### src/rtl/code_fmt_pkg.sv
package code_fmt_pkg;

  typedef enum logic [1:0] {
    FMT_TWOS = 2'd0,
    FMT_GRAY = 2'd1,
    FMT_OFFS = 2'd2
  } fmtSel_e;

  typedef enum logic [1:0] {
    MODE_LVDS_LO = 2'd0,
    MODE_LVDS_HI = 2'd1,
    MODE_CMOS    = 2'd2
  } drvMode_e;

  // Strobes from control to datapath
  typedef struct packed {
    logic    load;
    logic    flush;
    fmtSel_e fmt;
  } pathCtl_t;

  // Resolve a one-hot register field against a strap value.
  // Bit i of a one-hot field selects code i; anything else defers to the pin.
  // Pin values above 2 saturate to 2.
  function automatic logic [1:0] resolveSel(input logic [2:0] field, input logic [1:0] pin);
    logic [1:0] sel;
    sel = (pin > 2'd2) ? 2'd2 : pin;
    if ($onehot(field)) begin
      for (int i = 0; i < 3; i++) begin
        if (field[i]) sel = 2'(i);
      end
    end
    return sel;
  endfunction

endpackage

### src/rtl/code_fmt_ctrl.sv
module code_fmt_ctrl
  import code_fmt_pkg::*;
#(
  parameter int CFG_W    = 8,
  parameter int FMT_LSB  = 0,
  parameter int MODE_LSB = 5
) (
  input  logic             clk,
  input  logic             rstN,
  input  logic             softRst,
  input  logic             cfgWe,
  input  logic [CFG_W-1:0] cfgData,
  input  logic [1:0]       pinFmt,
  input  logic [1:0]       pinMode,
  input  logic             smpValid,
  output pathCtl_t         pathCtl,
  output logic [1:0]       outMode
);

  localparam int FIELD_W = 3;

  logic [CFG_W-1:0]   cfgReg;
  logic [FIELD_W-1:0] fmtField;
  logic [FIELD_W-1:0] modeField;

  // Hard reset only; softRst deliberately absent
  always_ff @(posedge clk or negedge rstN) begin
    if (!rstN) begin
      cfgReg <= '0;
    end else if (cfgWe) begin
      cfgReg <= cfgData;
    end
  end

  assign fmtField  = cfgReg[FMT_LSB +: FIELD_W];
  assign modeField = cfgReg[MODE_LSB +: FIELD_W];

  always_comb begin
    pathCtl.load  = smpValid;
    pathCtl.flush = softRst;
    pathCtl.fmt   = fmtSel_e'(resolveSel(fmtField, pinFmt));
  end

  assign outMode = resolveSel(modeField, pinMode);


  soft_keeps_cfg_chk: assert property (@(posedge clk) disable iff (!rstN)
    (softRst && !cfgWe) |=> $stable(cfgReg));


  write_lands_chk: assert property (@(posedge clk) disable iff (!rstN)
    cfgWe |=> (cfgReg == $past(cfgData)));


  mode_range_chk: assert property (@(posedge clk) disable iff (!rstN)
    outMode != 2'd3);

endmodule

### src/rtl/code_fmt_path.sv
module code_fmt_path
  import code_fmt_pkg::*;
#(
  parameter int SMP_W = 14
) (
  input  logic             clk,
  input  logic             rstN,
  input  pathCtl_t         pathCtl,
  input  logic [SMP_W-1:0] smpIn,
  output logic [SMP_W-1:0] fmtOut,
  output logic             fmtValid
);

  localparam int MSB = SMP_W - 1;

  logic [SMP_W-1:0] coded;

  always_comb begin
    case (pathCtl.fmt)
      FMT_TWOS: coded = {~smpIn[MSB], smpIn[MSB-1:0]};
      FMT_GRAY: coded = smpIn ^ (smpIn >> 1);
      default:  coded = smpIn;
    endcase
  end

  always_ff @(posedge clk or negedge rstN) begin
    if (!rstN) begin
      fmtOut   <= '0;
      fmtValid <= 1'b0;
    end else if (pathCtl.flush) begin
      fmtOut   <= '0;
      fmtValid <= 1'b0;
    end else begin
      fmtValid <= pathCtl.load;
      if (pathCtl.load) fmtOut <= coded;
    end
  end


  valid_follows_chk: assert property (@(posedge clk) disable iff (!rstN)
    (pathCtl.load && !pathCtl.flush) |=> fmtValid);


  hold_idle_chk: assert property (@(posedge clk) disable iff (!rstN)
    (!pathCtl.load && !pathCtl.flush) |=> ($stable(fmtOut) && !fmtValid));


  flush_clear_chk: assert property (@(posedge clk) disable iff (!rstN)
    pathCtl.flush |=> (!fmtValid && fmtOut == '0));


  offs_pass_chk: assert property (@(posedge clk) disable iff (!rstN)
    (pathCtl.load && !pathCtl.flush && pathCtl.fmt == FMT_OFFS) |=> (fmtOut == $past(smpIn)));


  twos_msb_chk: assert property (@(posedge clk) disable iff (!rstN)
    (pathCtl.load && !pathCtl.flush && pathCtl.fmt == FMT_TWOS) |=>
      (fmtOut[MSB] != $past(smpIn[MSB]) && fmtOut[MSB-1:0] == $past(smpIn[MSB-1:0])));


  gray_msb_chk: assert property (@(posedge clk) disable iff (!rstN)
    (pathCtl.load && !pathCtl.flush && pathCtl.fmt == FMT_GRAY) |=> (fmtOut[MSB] == $past(smpIn[MSB])));

endmodule

### src/rtl/adc_code_formatter.sv
module adc_code_formatter
  import code_fmt_pkg::*;
#(
  parameter int SMP_W = 14,
  parameter int CFG_W = 8
) (
  input  logic             clk,
  input  logic             rstN,
  input  logic             softRst,
  input  logic             cfgWe,
  input  logic [CFG_W-1:0] cfgData,
  input  logic [1:0]       pinFmt,
  input  logic [1:0]       pinMode,
  input  logic [SMP_W-1:0] smpIn,
  input  logic             smpValid,
  output logic [SMP_W-1:0] fmtOut,
  output logic             fmtValid,
  output logic [1:0]       outMode
);

  pathCtl_t pathCtl;

  code_fmt_ctrl #(
    .CFG_W(CFG_W)
  ) uCtrl (
    .clk     (clk),
    .rstN    (rstN),
    .softRst (softRst),
    .cfgWe   (cfgWe),
    .cfgData (cfgData),
    .pinFmt  (pinFmt),
    .pinMode (pinMode),
    .smpValid(smpValid),
    .pathCtl (pathCtl),
    .outMode (outMode)
  );

  code_fmt_path #(
    .SMP_W(SMP_W)
  ) uPath (
    .clk     (clk),
    .rstN    (rstN),
    .pathCtl (pathCtl),
    .smpIn   (smpIn),
    .fmtOut  (fmtOut),
    .fmtValid(fmtValid)
  );


  reset_clear_chk: assert property (@(posedge clk) !rstN |-> (!fmtValid && fmtOut == '0));

endmodule

### config.mk
export PLATFORM = sky130hd
export DESIGN_NAME = adc_code_formatter
export DESIGN_NICKNAME = d
export VERILOG_FILES = /design/src/rtl/code_fmt_pkg.sv /design/src/rtl/code_fmt_ctrl.sv /design/src/rtl/code_fmt_path.sv /design/src/rtl/adc_code_formatter.sv
export SDC_FILE = /design/constraint.sdc
export NUM_CORES = 1
export LEC_CHECK = 0
export CORE_MARGIN = 5
export CORE_UTILIZATION = 61
export CTS_CLUSTER_DIAMETER = 40
export DETAILED_ROUTE_END_ITERATION = 10
export DONT_BUFFER_PORTS = 1
export MAX_ROUTING_LAYER = met4
export PLACE_DENSITY = 0.77
export SETUP_SLACK_MARGIN = 0.02
export SYNTH_ARGS = -nofsm -noshare
export SYNTH_HDL_FRONTEND = slang
export SYNTH_HIERARCHICAL = 1
export SYNTH_SLANG_ARGS = --single-unit
export TNS_END_PERCENT = 100
### constraint.sdc
create_clock -name clk -period 2.7 [get_ports clk]
set_input_delay 0.27 -clock clk [delete_from_list [all_inputs] [get_ports clk]]
set_output_delay 0.27 -clock clk [all_outputs]
set_load 0.05 [all_outputs]
* Word-level counts from Yosys, hierarchy flattened
Index checks and enable logic that the tools add are counted.
** Word-level totals
- Logic and storage cells :: 30
- Bits in registers :: 23
- Output and inout bits :: 17
- Input bits :: 31
** Cells by class
- Magnitude comparators :: 2
- Add/sub/neg operators :: 4
- Eq/ne operators :: 3
- Muxes and demuxes :: 14
- Bitwise logic cells :: 2
- Reduce and logical (&&, ||, !) cells :: 2
** Operators with widths (number)
- $mux 14 :: 2
- $pmux 14 s2 :: 1
- $mux 2 :: 10
- $xor 14x13->14 :: 1
- $eq 2x1->1 const B :: 3
- $add 1x1->2 :: 2
- $add 2x1->2 :: 2
- $gt 2x2->1 const B :: 2
- $logic_not 2->1 :: 1
- $reduce_bool 2->1 :: 1
- $mux 1 :: 1
- $not 1->1 :: 1

* Logic depth before layout (Yosys ltp)
Gate-level depths: netlist of run 1.
- Depth in word-level cells :: 10
- Gate-level depth with buffers :: 9

* Modules after synthesis
The synthesis of run 1 kept the hierarchy.
** Modules (own cells, without submodules)
- code_fmt_path :: cells each 78, area an instance 802.0 um^2, instances 1
- code_fmt_ctrl :: cells each 41, area an instance 382.9 um^2, instances 1

* Worst setup path before layout of run 1
OpenSTA, ideal clock, no wires.
- Path type :: register -> register
- Start point :: register uCtrl.cfgReg[0]
- End point :: register uPath.fmtOut[0]
- Data required time :: 2606 ps
- Cell stages (with the launch flop) :: 10
- Setup time :: 94 ps
- Slack :: 631 ps
- Arrival :: 1975 ps
- Period minus slack after synthesis :: 2069 ps
- Cell sequence :: dfrtp_1 inv_1 fa_1 nor2b_4 o21ai_0 a22o_1 buf_6 nand3b_1 xor2_1 a211oi_1
** RTL lines
- start: declaration :: RTL line code_fmt_ctrl.sv:22 : logic [CFG_W-1:0] cfgReg;
- start signal: assignment :: RTL line code_fmt_ctrl.sv:31 : cfgReg <= cfgData;
- end signal: assignment :: RTL line code_fmt_path.sv:35 : if (pathCtl.load) fmtOut <= coded;
- end: declaration :: RTL line code_fmt_path.sv:10 : output logic [SMP_W-1:0] fmtOut,

==> impl_metrics.json, run 1 <==
{
  "status": "finished, final reports clean",
  "worstPathMaxFanout": 15,
  "grt_pass1_vias": 848,
  "synthArstFlopShare_pct": 100.0,
  "netlist_instances": 119,
  "slew_headroom_pct": 37.52,
  "root_buffer": "clkbuf_4",
  "numCtsBuffers": 3,
  "syn_nets": 152,
  "yosysWarnings": 6,
  "nFillCells": 169,
  "num_rows": 16,
  "period_needed_ns": 2.352,
  "post_dp_cell_area_sq_um": 1160,
  "pin_count": 48,
  "drt_iter0_drc": 11,
  "synthTopCellsByArea": "dfrtp_1, xor2_1, a211oi_1",
  "die-height_um": 54.08,
  "ys_seq_elements": 21,
  "antenna_found_initial": 0,
  "wl_per_cell_um": 16.40,
  "setup_viol": 0,
  "synthDistinctLibCells": 21,
  "rsz0062_at_grt": "no",
  "syn_area_sq_um": 1185,
  "yosysMostFrequentCell": "dfrtp_1",
  "groute.usage.overall_pct": 17.86,
  "grt_max_degree": 30,
  "drcViolationCount": 0,
  "drt_wl_total_um": 2361,
  "syn_to_final_growth_pct": 2.957,
  "clk-insertion-delay-late_ns": 0.31,
  "antenna_left": 0,
  "cp-end-kind": "flop",
  "p_leak_nw": 0.4943,
  "antenna_cells": 0,
  "max_freq_mhz": 425.2,
  "vias": 836,
  "cts_max_path_buffers": 2,
  "seq_area_frac_synth_pct": 44.35,
  "peakVddDrop_mv": 0.3226,
  "stdcell_count": 144,
  "crit_arrival_ns": 2.57,
  "io_buffers": 0,
  "drt-vias-per-instance": 5.806,
  "synth_common_cells": "dfrtp_1, nor2_1, a211oi_1, nand3b_1, xor2_1",
  "setup_tns_ns": 0,
  "h-tree-depth": 1,
  "cts_resized": 0,
  "post_cts_buffers": 0,
  "gp_congestion": 0.7138,
  "die_w_um": 54.08,
  "synth_area_leader_cell": "dfrtp_1",
  "cp.required_ns": 2.92,
  "core-area_sq_um": 1902,
  "cts_tree": "built",
  "grt_pass1_wl_um": 3670,
  "design_area_sq_um": 1220,
  "fin_skew_ns": 0.01077,
  "place_inst": 137,
  "total_power_w": 0.0007432,
  "start_kind": "flop",
  "hold_violations": 0,
  "dpl.hpwl_um": 1677,
  "syn_avg_cell_area_sq_um": 9.957,
  "drv_slew": 0,
  "power.density_nw_per_um2": 609.3,
  "die-area_sq_um": 2924,
  "worst_slew_pin_slew_ns": 0.9341,
  "clk_pin_slew_ns": 0.13,
  "overflow": 0,
  "first_pass_iters": 4,
  "nets": 151,
  "cts.sinks": 21,
  "fin_crit_sh_pct": 87.10,
  "utilization_pct": 64.14,
  "crit_type": "flop to flop",
  "yosysTopAreaCellShare_pct": 44.35,
  "synth_edf_count": 0,
  "maxCapViolCount": 0,
  "start_util_pct": 62.30,
  "drive_gt1_share_pct": 5.128,
  "ys.flop_type": "dfrtp_1",
  "hold_path.class": "primary input to flop"
}
[where the power goes]
part	switching, W	leakage, nW	total (W)	internal (W)
Sequential	0.0000823	0.267	0.000421	0.000339
Clock	0.0000988	0.0139	0.000155	0.0000564
Combinational	0.0000964	0.213	0.000167	0.0000704
Total	0.000278	0.494	0.000743	0.000466
[cells in the final DEF (no fill, tap or decap), drive strengths merged]
master / instances
dlygate4sd3: 3
a211oi: 13
nand2: 6
a22o: 2
a311oi: 1
xor2: 13
nor2: 14
o21ai: 11
nand3b: 13
inv: 6
or3: 1
nor2b: 5
clkbuf: 3
fa: 2
a32o: 2
dfrtp: 21
clkinvlp: 1
[state kept, by name, summed over array words and instances, names as in the netlist]
signal          cells
uCtrl/cfgReg        6
uPath/fmtOut       14
uPath/fmtValid      1
[layer usage]
metal / up-vias / share of wire, % / global-route usage (%)
met5: - / 0 / -
met4: 0 / 0 / 6.224
met3: 0 / 13 / 7.479
met2: 34 / 48 / 26.81
met1: 394 / 39 / 21.54
li1: 408 / - / -
[kinds of logic after synthesis]
group	share of synthesized area (%)
AOI/OAI and AO/OA	16.79
xor gates and xnor gates	9.609
adders and majority gates	3.379
buffers and inverters	6.863
DFF	44.35
and+or+nand+nor	19.01
[path summary, 6_finish.rpt]
kind | startpoint | end | slack (ns) | cells past startpoint
max in group asynchronous | rstN | uCtrl/cfgReg[5]$_DFFE_PN0P_ | 1.59 | 1
worst min register to register | uCtrl/cfgReg[7]$_DFFE_PN0P_ | uCtrl/cfgReg[7]$_DFFE_PN0P_ | 0.63 | 2
worst min-delay path | smpValid | uPath/fmtOut[11]$_DFFE_PN0P_ | 0.03 | 1
min in group asynchronous | rstN | uPath/fmtValid$_DFF_PN0_ | 0.53 | 1
worst max-delay path | uCtrl/cfgReg[0]$_DFFE_PN0P_ | uPath/fmtOut[13]$_DFFE_PN0P_ | 0.35 | 7
worst max register to register | uCtrl/cfgReg[0]$_DFFE_PN0P_ | uPath/fmtOut[13]$_DFFE_PN0P_ | 0.35 | 7
[stage by stage]
stage               setup WS [ns]  hold slack [ns]
finish                     0.3482          0.03198
global route               0.1706          0.01105
CTS                        0.3482         0.008194
detailed placement         0.3560         -0.02507
global placement           0.4479         -0.02511
floorplan                  0.6312         -0.02559
[layout make-up]
cell class	count	area (sq um)	share of cell area (%)
clock buffer	3	22.52	1.846
clock inverter	1	7.507	0.6154
tap	27	33.78	2.769
multi-input combinational	83	578.1	47.38
timing repair buffer	3	30.03	2.462
inverter	6	22.52	1.846
sequential	21	525.5	43.08
[worst max-delay path: stages (launching register included)]
cell and delay (ns):
dfrtp_1 0.39, inv_1 0.08, fa_1 0.52, nor2b_4 0.16, o21ai_1 0.08, a32o_1 0.39
or3_1 0.41, a311oi_1 0.26
[what timing repair did]
item                                    4_1_cts  5_1_grt
endpoints found under the setup margin        0        0
hold buffers                                  2        1
endpoints found under the hold margin        34        2
Power figures use the tool's default switching activity.
==> run 2: changes to the inputs <==
--- a/config.mk
+++ b/config.mk
@@ -11,7 +11,7 @@
 export DETAILED_ROUTE_END_ITERATION = 10
 export DONT_BUFFER_PORTS = 1
 export MAX_ROUTING_LAYER = met4
-export PLACE_DENSITY = 0.77
+export PLACE_DENSITY = 0.89
 export SETUP_SLACK_MARGIN = 0.02
 export SYNTH_ARGS = -nofsm -noshare
 export SYNTH_HDL_FRONTEND = slang
==> run 2 against run 1 <==
  * Global-route usage hardly changed
  * Die area stayed put
  * First-iteration DRC count increased by 45%
  * Non-clock buffer count decreased by 2
  * Register-to-register slack got worse by 0.05 ns
  * Cell area fell by 1.9%
  * Via count decreased by 1.7%
  * Final cell count fell by 1.4%
==> impl_metrics.json, run 2 (synthesis results as in run 1) <==
{
  "die-area_sq_um": 2924,
  "drt_wl_total_um": 2390,
  "reg2reg_to": "uPath/fmtOut[3]$_DFFE_PN0P_",
  "vias": 822,
  "hold_violations": 0,
  "p_leak_nw": 0.4870,
  "drv_slew": 0,
  "overflow": 0,
  "dpl.hpwl_um": 1799,
  "setup.worst_path.end": "uPath/fmtOut[3]$_DFFE_PN0P_",
  "worst_slew_pin_slew_ns": 0.9461,
  "mostFrequentLayoutCells": "dfrtp_1, nor2_1, nand3b_1, xor2_1, a211oi_1",
  "slew_headroom_pct": 36.72,
  "layout_commonest_cell": "dfrtp_1",
  "cp.required_ns": 2.89,
  "cts_max_path_buffers": 2,
  "clk-insertion-delay-late_ns": 0.29,
  "hold_slack_ns": 0.02653,
  "r2r_slack_ns": 0.30,
  "pin_count": 48,
  "cts.sinks": 21,
  "antenna_found_initial": 0,
  "maxCapViolCount": 0,
  "largest_register": "uPath/fmtOut",
  "clk_pin_slew_ns": 0.11,
  "rr_startpoint": "uCtrl/cfgReg[2]$_DFFE_PN0P_",
  "cp-end-kind": "flop",
  "reg.largest.list": "uPath/fmtOut x14, uCtrl/cfgReg x6, uPath/fmtValid x1",
  "antenna_left": 0,
  "grt_pass1_wl_um": 3643,
  "place_inst": 137,
  "groute.usage.overall_pct": 17.87,
  "crit_type": "flop to flop",
  "fin_skew_ns": 0.0005145,
  "rr_worst_depth": 7,
  "wl_per_cell_um": 16.83,
  "h-tree-depth": 1,
  "hold_path.class": "primary input to flop",
  "largest_register_ffs": 14,
  "period_needed_ns": 2.405,
  "design_area_sq_um": 1196,
  "die_w_um": 54.08,
  "antenna_cells": 0,
  "cts_tree": "built",
  "grt_max_degree": 30,
  "drive_gt1_share_pct": 4.348,
  "syn_to_final_growth_pct": 0.9506,
  "fin_crit_sh_pct": 89.07,
  "min-delay-start": "softRst",
  "root_buffer": "clkbuf_4",
  "total_power_w": 0.0007285,
  "status": "finished, final reports clean",
  "start_kind": "flop",
  "gp_congestion": 0.6801,
  "power.density_nw_per_um2": 609.0,
  "setup_viol": 0,
  "first_pass_iters": 4,
  "stdcell_count": 142,
  "drt-vias-per-instance": 5.789,
  "post_dp_cell_area_sq_um": 1160,
  "cts_resized": 0,
  "numCtsBuffers": 3,
  "nets": 149,
  "drcViolationCount": 0,
  "cp-startpoint": "uCtrl/cfgReg[2]$_DFFE_PN0P_",
  "die-height_um": 54.08,
  "worstPathMaxFanout": 15,
  "peakVddDrop_mv": 0.2839,
  "io_buffers": 0,
  "core-area_sq_um": 1902,
  "max_freq_mhz": 415.8,
  "setup_tns_ns": 0,
  "rsz0062_at_grt": "no",
  "start_util_pct": 62.30,
  "grt_pass1_vias": 850,
  "crit_arrival_ns": 2.60,
  "drt_iter0_drc": 16,
  "num_rows": 16
}
[run 2: cell type report]
| cell class | count | area, sq um |
|---|---|---|
| sequential | 21 | 525.5 |
| clock buffer | 4 | 26.28 |
| timing repair buffer | 1 | 10.01 |
| tap | 27 | 33.78 |
| fill | 174 | 705.7 |
| inverter | 6 | 22.52 |
| multi-input combinational | 83 | 578.1 |
[run 2: report_power, final]
group	internal (W)	switching, W
sequential	0.000339	0.0000822
combinational	0.0000684	0.0000938
clock	0.0000574	0.0000879
[run 2: timing repair]
item                                   4_1_cts  5_1_grt
setup buffers                                0        0
hold buffers                                 1        0
endpoints found under the hold margin       21        0
[run 2: routing by layer]
metal | wire (um) | part of all wire [%] | up-vias | GRT usage (%)
met2 | 1220 | 51 | 32 | 30.24
met5 | 0 | 0 | - | -
met3 | 193 | 8.1 | 4 | 4.432
met4 | 31 | 1.3 | 0 | 7.884
met1 | 945 | 40 | 388 | 19.83
li1 | - | - | 398 | -
[run 2: worst max-delay path: stages (launching register included)]
cell and delay, ns:
dfrtp_1 0.42, inv_1 0.12, fa_1 0.46, nor2b_4 0.16
a32o_1 0.50, nand3b_1 0.19, xor2_1 0.19, a211oi_1 0.28
[run 2: metrics by stage]
step                utilization, %  worst slack, ns
floorplan                        -           0.6312
global route                 62.89           0.1755
global placement             60.99           0.4614
CTS                          62.89           0.2929
detailed placement           60.99           0.3354
finish                       62.89           0.2950
[run 2: worst min path at each step]
stage | end | cells past startpoint
2_1_floorplan | uCtrl/cfgReg[0]$_DFFE_PN0P_ | 0
4_1_cts | uPath/fmtOut[13]$_DFFE_PN0P_ | 1
5_1_grt | uPath/fmtOut[11]$_DFFE_PN0P_ | 1
3_3_place_gp | uPath/fmtOut[0]$_DFFE_PN0P_ | 0
6_report | uPath/fmtOut[13]$_DFFE_PN0P_ | 1
3_5_place_dp | uPath/fmtOut[12]$_DFFE_PN0P_ | 0
